===== config.mk =====
export PLATFORM = sky130hd
export DESIGN_NAME = cpu_status_reg
export DESIGN_NICKNAME = d
export VERILOG_FILES = /design/src/rtl/psr_pkg.sv /design/src/rtl/psr_flag_merge.sv /design/src/rtl/psr_bit_xfer.sv /design/src/rtl/psr_irq_gate.sv /design/src/rtl/cpu_status_reg.sv
export SDC_FILE = /design/constraint.sdc
export NUM_CORES = 1
export LEC_CHECK = 0
export BUFFER_PORTS_ARGS = -buffer_cell sky130_fd_sc_hd__clkbuf_2
export CAP_MARGIN = 20
export CORE_MARGIN = 5
export CORE_UTILIZATION = 33
export CTS_CLUSTER_DIAMETER = 50
export DETAILED_ROUTE_END_ITERATION = 16
export PLACE_DENSITY_LB_ADDON = 0.08
export SLEW_MARGIN = 20
export SYNTH_ARGS = -nofsm -noshare
export SYNTH_HDL_FRONTEND = slang
export SYNTH_SLANG_ARGS = --single-unit

===== constraint.sdc =====
create_clock -name clk -period 2.41 [get_ports clk]
set_clock_uncertainty 0.1 [all_clocks]
set_input_delay 0.3615 -clock clk [delete_from_list [all_inputs] [get_ports clk]]
set_output_delay 0.3615 -clock clk [all_outputs]
set_load 0.01 [all_outputs]

===== src/rtl/psr_pkg.sv =====
package psr_pkg;

    localparam int DATA_W   = 8;
    localparam int IDX_W    = $clog2(DATA_W);
    localparam int ALU_FLAGS = 5;

    // Bit positions of the architectural byte (software decodes these)
    localparam int POS_IE    = 7;
    localparam int POS_XFER  = 6;
    localparam int POS_HALF  = 5;
    localparam int POS_SIGN  = 4;
    localparam int POS_OVF   = 3;
    localparam int POS_NEG   = 2;
    localparam int POS_ZERO  = 1;
    localparam int POS_CARRY = 0;

    // Stored state; sign is never stored
    typedef struct packed {
        logic                 ie;
        logic                 xfer;
        logic [ALU_FLAGS-1:0] arith;   // {half, ovf, neg, zero, carry}
    } psr_state_t;

    function automatic logic [DATA_W-1:0] psr_view(input psr_state_t s);
        logic [DATA_W-1:0] v;
        v             = '0;
        v[POS_IE]     = s.ie;
        v[POS_XFER]   = s.xfer;
        v[POS_HALF]   = s.arith[4];
        v[POS_OVF]    = s.arith[3];
        v[POS_NEG]    = s.arith[2];
        v[POS_ZERO]   = s.arith[1];
        v[POS_CARRY]  = s.arith[0];
        v[POS_SIGN]   = s.arith[2] ^ s.arith[3];
        return v;
    endfunction

endpackage


===== src/rtl/psr_flag_merge.sv =====
module psr_flag_merge #(
    parameter int NFLAGS = 5
) (
    input  logic [NFLAGS-1:0] cur_flags,
    input  logic [NFLAGS-1:0] upd_we,
    input  logic [NFLAGS-1:0] upd_val,
    output logic [NFLAGS-1:0] merged
);
    for (genvar f = 0; f < NFLAGS; f++) begin : g_flag
        assign merged[f] = upd_we[f] ? upd_val[f] : cur_flags[f];
    end
endmodule


===== src/rtl/psr_bit_xfer.sv =====
module psr_bit_xfer #(
    parameter int W     = 8,
    localparam int IW   = $clog2(W)
) (
    input  logic [W-1:0]  store_src,
    input  logic [W-1:0]  load_src,
    input  logic [IW-1:0] sel,
    input  logic          xfer_bit,
    output logic          store_bit,
    output logic [W-1:0]  load_out
);
    assign store_bit = store_src[sel];

    for (genvar i = 0; i < W; i++) begin : g_ins
        assign load_out[i] = (sel == IW'(i)) ? xfer_bit : load_src[i];
    end
endmodule


===== src/rtl/psr_irq_gate.sv =====
module psr_irq_gate #(
    parameter int N = 8
) (
    input  logic         global_en,
    input  logic [N-1:0] req,
    input  logic [N-1:0] en,
    output logic [N-1:0] gated
);
    for (genvar k = 0; k < N; k++) begin : g_line
        assign gated[k] = global_en & req[k] & en[k];
    end
endmodule


===== src/rtl/cpu_status_reg.sv =====
module cpu_status_reg
    import psr_pkg::*;
#(
    parameter int IRQ_N = 8
) (
    input  logic                 clk,
    input  logic                 rst_n,
    input  logic [ALU_FLAGS-1:0] alu_we,
    input  logic [ALU_FLAGS-1:0] alu_flags,
    input  logic                 bus_we,
    input  logic [DATA_W-1:0]    bus_wdata,
    input  logic                 ie_set,
    input  logic                 ie_clr,
    input  logic                 irq_accept,
    input  logic                 irq_return,
    input  logic                 bst_en,
    input  logic [DATA_W-1:0]    bst_src,
    input  logic [IDX_W-1:0]     bit_sel,
    input  logic [DATA_W-1:0]    bld_src,
    output logic [DATA_W-1:0]    bld_result,
    input  logic [IRQ_N-1:0]     irq_req,
    input  logic [IRQ_N-1:0]     irq_en,
    output logic [IRQ_N-1:0]     irq_out,
    output logic [DATA_W-1:0]    sreg
);
    psr_state_t           state_q, state_d;
    logic [ALU_FLAGS-1:0] alu_merged;
    logic                 store_bit;
    logic [ALU_FLAGS-1:0] bus_arith;

    assign bus_arith = {bus_wdata[POS_HALF], bus_wdata[POS_OVF], bus_wdata[POS_NEG],
                        bus_wdata[POS_ZERO], bus_wdata[POS_CARRY]};

    psr_flag_merge #(.NFLAGS(ALU_FLAGS)) u_merge (
        .cur_flags (state_q.arith),
        .upd_we    (alu_we),
        .upd_val   (alu_flags),
        .merged    (alu_merged)
    );

    psr_bit_xfer #(.W(DATA_W)) u_xfer (
        .store_src (bst_src),
        .load_src  (bld_src),
        .sel       (bit_sel),
        .xfer_bit  (state_q.xfer),
        .store_bit (store_bit),
        .load_out  (bld_result)
    );

    psr_irq_gate #(.N(IRQ_N)) u_gate (
        .global_en (state_q.ie),
        .req       (irq_req),
        .en        (irq_en),
        .gated     (irq_out)
    );

    always_comb begin
        state_d = state_q;
        // enable: accept > bus > clear > set/return
        if (irq_accept && state_q.ie)
            state_d.ie = 1'b0;
        else if (bus_we)
            state_d.ie = bus_wdata[POS_IE];
        else if (ie_clr)
            state_d.ie = 1'b0;
        else if (ie_set || irq_return)
            state_d.ie = 1'b1;
        // transfer bit: bus > bit-store
        if (bus_we)
            state_d.xfer = bus_wdata[POS_XFER];
        else if (bst_en)
            state_d.xfer = store_bit;
        // arithmetic flags: bus > ALU
        state_d.arith = bus_we ? bus_arith : alu_merged;
    end

    always_ff @(posedge clk or negedge rst_n) begin
        if (!rst_n)
            state_q <= '0;
        else
            state_q <= state_d;
    end

    assign sreg = psr_view(state_q);

endmodule


* Yosys cells after proc, flatten, opt, wreduce, memory -nomap -nowiden
Index checks and enable logic that the tools add are counted.
Word-level totals: word-level logic and storage cells 64, bits in registers 7, bits of input ports 61, output and inout bits 24
Operators by class: magnitude comparators 1, bitwise gates (word level) 17, muxes and demuxes 22, eq/ne operators 7, reductions and logical operators 10
Operators with widths (number):
- 2-to-1 mux 1 bit | 20
- AND 1 bit | 16
- equality test 3 bit (second input constant) | 4
- nonzero test 2 bit | 6
- equality test 3 x 2 -> 1 bit (second input constant) | 2
- 2-to-1 mux 5 bit | 1
- less-than comparator 3 x 4 -> 1 bit (second input constant) | 1
- nonzero test 4 bit | 1
- binary-select mux 1 bit (select 3 bit) | 1
- equality test 3 x 1 -> 1 bit (second input constant) | 1
- zero test 3 bit | 1
- logical AND 1 bit | 1
- logical OR 1 bit | 1
- XOR 1 bit | 1

* Depth between registers and ports, before layout
depth after elaboration 5, gate-level depth with buffers 4, depth with buffers taken out 3

* Hierarchy
Synthesis repeated with hierarchy kept, for this count alone.
Unflattened totals: cell total of the unflattened synthesis 64, area total of the unflattened synthesis 708.2 sq um
Modules (own cells, without submodules):
- cpu_status_reg | area each 334.1 sq um, instances 1, sequential area each 175.2 sq um, cells each 22
- psr_bit_xfer | area each 249.0 sq um, instances 1, sequential area each 0.0 sq um, cells each 29
- psr_flag_merge | area each 75.1 sq um, instances 1, sequential area each 0.0 sq um, cells each 5
- psr_irq_gate | area each 50.0 sq um, instances 1, sequential area each 0.0 sq um, cells each 8

* Least setup slack after synthesis
No wires, ideal clock.
kind in2out, start input port bit_sel[2], end output port bld_result[1], data arrival time 1.090 ns, cell stages on the path 3, path buffers 1, required time 1.949 ns, path slack 0.859 ns, path through buf_2 -> nor3b_1 -> mux2_2
On the way: cells in the longest elaborated chain, start to end 2
Ends and longest elaborated chain:
- start: declaration | line cpu_status_reg.sv:18 | input logic [IDX_W-1:0] bit_sel,
- equality test 3 x 1 -> 1 bit | line psr_bit_xfer.sv:15 | assign load_out[i] = (sel == IW'(i)) ? xfer_bit : load_src[i];
- 2-to-1 mux 1 bit | line psr_bit_xfer.sv:15
- end: declaration | line cpu_status_reg.sv:20 | output logic [DATA_W-1:0] bld_result,
No other way between the ends.

* Final worst setup path
start input port bit_sel[0], end output port bld_result[1]
The elaborated chain is that of the path after synthesis.

==> flow_metrics.tcl <==
set metrics [dict create \
    hold_viol 0 \
    cts_tree "yes" \
    timing.rr.start "sreg[6]$_DFFE_PN0P_" \
    diodes 0 \
    setup_viol 0 \
    nNetsFinal 214 \
    rsz0062_at_grt "false" \
    critPathLaunch "bit_sel[0]" \
    netlist_instances 70 \
    grt_pass1_vias 761 \
    hp-start "irq_accept" \
    slew-limit-headroom_pct 82.34 \
    crit_required_ns 1.95 \
    fin_total_pwr_mw 0.3990 \
    grt_overflow 0 \
    synth_flop_cell "dfrtp_1" \
    crit_type "in -> out" \
    path_clk_slew_ns 0.05 \
    core.rowCount 15 \
    max_freq_mhz 580.0 \
    syn_to_final_growth_pct 71.12 \
    h-tree-depth 1 \
    multi_input_comb_area_um2 412.9 \
    ys_ff_latch 7 \
    viasPerCell 4.633 \
    final.setup.tns_ns 0 \
    fin_ws_ns 0.6859 \
    synth_area_leaders "dfrtp_1 (28%), mux2_2 (16%), and3_1 (8.0%)" \
    critPathLaunchType "primary input" \
    hp-class "in -> reg" \
    power_density_nw_per_um2 371.2 \
    syn_area_um2 628.1 \
    yosys_warnings 0 \
    hold_ws_ns 0.2111 \
    ys_types 23 \
    ys_async_sr_fraction_pct 100.0 \
    period_share_pct 71.54 \
    r2r_cells 3 \
    grt_pass1_wl_um 2987 \
    synth_enable_flop_cells 0 \
    netlist.area_leader.share_pct 27.89 \
    worstSkewPairLatency_ns 0.24 \
    cp.arrival_ns 1.26 \
    ant_nets 0 \
    dr.pass1.iters 5 \
    status "complete, no violations" \
    cp_max_fo 11 \
    largest_reg_flops 7 \
    fin_area_um2 1075 \
    maxCapViolCount 0 \
    grt.total_usage_pct 14.06 \
    post_cts_resized 0 \
    hold_depth 2 \
    drt_wl_total_um 2122 \
    antenna_found_initial 0 \
    drive_gt1_share_pct 63.82 \
    irDropWorstVdd_mv 0.1994 \
    finalWeightedCongestion 0.6988 \
    grt_max_degree 16 \
    worst-slew-pin-transition_ns 0.2649 \
    yosysTopAreaCell "dfrtp_1" \
    cts-root-buf "clkbuf_4" \
    regToRegSetupSlack_ns 1.16 \
    drt_iter0_drc 13 \
    min_period_ns 1.724 \
    clock-sinks 7 \
    drc 0 \
    wl_per_cell_um 11.99 \
    dp_hpwl_um 1890 \
    regArea_um2 175.2 \
    cts-buffers-inserted 3 \
    dp_slack_ns 0.6722 \
    num-fill-cells 203 \
    portBuffers 83 \
    die_x_um 53.63 \
    p_leak_nw 0.6374 \
    cts.path.max_buffers 2 \
    final-max-slew-violation-count 0 \
    syn_nets 131 \
    ios 85 \
    seq_area_frac_synth_pct 27.89 \
    coreArea_um2 1764 \
    start_util_pct 35.60 \
    crit_path_end_kind "output port" \
    dieArea_um2 2876 \
    vias 820 \
    place_area_um2 1039 \
    syn_avg_cell_area_um2 8.973 \
    die_h_um 53.63 \
]
[through the flow]
step / std cells / utilization, %
global placement: 172 / 58.87
global route: 177 / 60.92
CTS: 177 / 60.92
floorplan: 70 / -
finish: 177 / 60.92
detailed placement: 172 / 58.87
[per-layer routing]
metal	wire (um)	track usage, %	up-vias
li1	-	-	419
met1	712	14.31	356
met2	1165	27.35	43
met3	225	2.493	2
met4	19	6.383	0
met5	0	0	-
[cell usage after synthesis, types with 2 or more instances]
| master | n |
|---|---|
| mux2_2 | 9 |
| and3_1 | 8 |
| nand2_1 | 8 |
| dfrtp_1 | 7 |
| o21ai_0 | 6 |
| mux2i_1 | 5 |
| buf_4 | 3 |
| nand3_1 | 3 |
| a311oi_1 | 2 |
| buf_2 | 2 |
| nor2_1 | 2 |
| nor2b_1 | 2 |
| nor3_1 | 2 |
| nor3b_1 | 2 |
[power by group]
| part | total (mW) | internal (mW) | leakage [nW] | switching, mW |
|---|---|---|---|---|
| Clock | 0.103 | 0.0629 | 0.0150 | 0.0397 |
| Combinational | 0.154 | 0.0866 | 0.538 | 0.0674 |
| Sequential | 0.142 | 0.129 | 0.0843 | 0.0132 |
[cell type report]
type                    instances  area share [%]
clock buffers                   4           2.445
well taps                      25           2.910
inverters                       1          0.3492
multi-input cells              56           38.42
flip-flops and latches          7           16.30
repair buffers                 84           39.58
[worst max-delay path: stages]
cell      delay [ns]
clkbuf_2        0.20
nor3b_1         0.23
mux2_2          0.35
clkbuf_2        0.12
[kinds of logic after synthesis]
group | share of synthesized area (%)
compound gates | 8.766
xor+xnor | 1.395
buf+inv | 6.373
flops | 27.89
mux | 27.69
simple gates | 27.89
[what timing repair did]
item / CTS / global route
hold buffers: 1 / 0
setup buffers: 0 / 0
hold endpoints to repair: 7 / 0
[layout by cell type, fill, tap and decap left out, drive strengths merged]
cell	n
dfrtp	7
clkbuf	87
nor4	1
and3b	1
nor3b	2
mux2i	5
a22oi	1
nand2	8
or3	1
inv	1
mux4	1
nand3b	1
a311oi	2
mux2	9
and3	8
o21ai	6
nor3	2
dlygate4sd3	1
nor2	2
nor2b	2
nand3	3
xor2	1
[worst paths after layout]
kind	endpoint
worst max-delay path	bld_result[1]
worst min-delay path	sreg[7]$_DFFE_PN0P_
worst max register to register	sreg[6]$_DFFE_PN0P_
worst min register to register	sreg[5]$_DFFE_PN0P_
max in group asynchronous	sreg[7]$_DFFE_PN0P_
min in group asynchronous	sreg[1]$_DFFE_PN0P_
No activity file was read; power rests on OpenSTA's default activity.
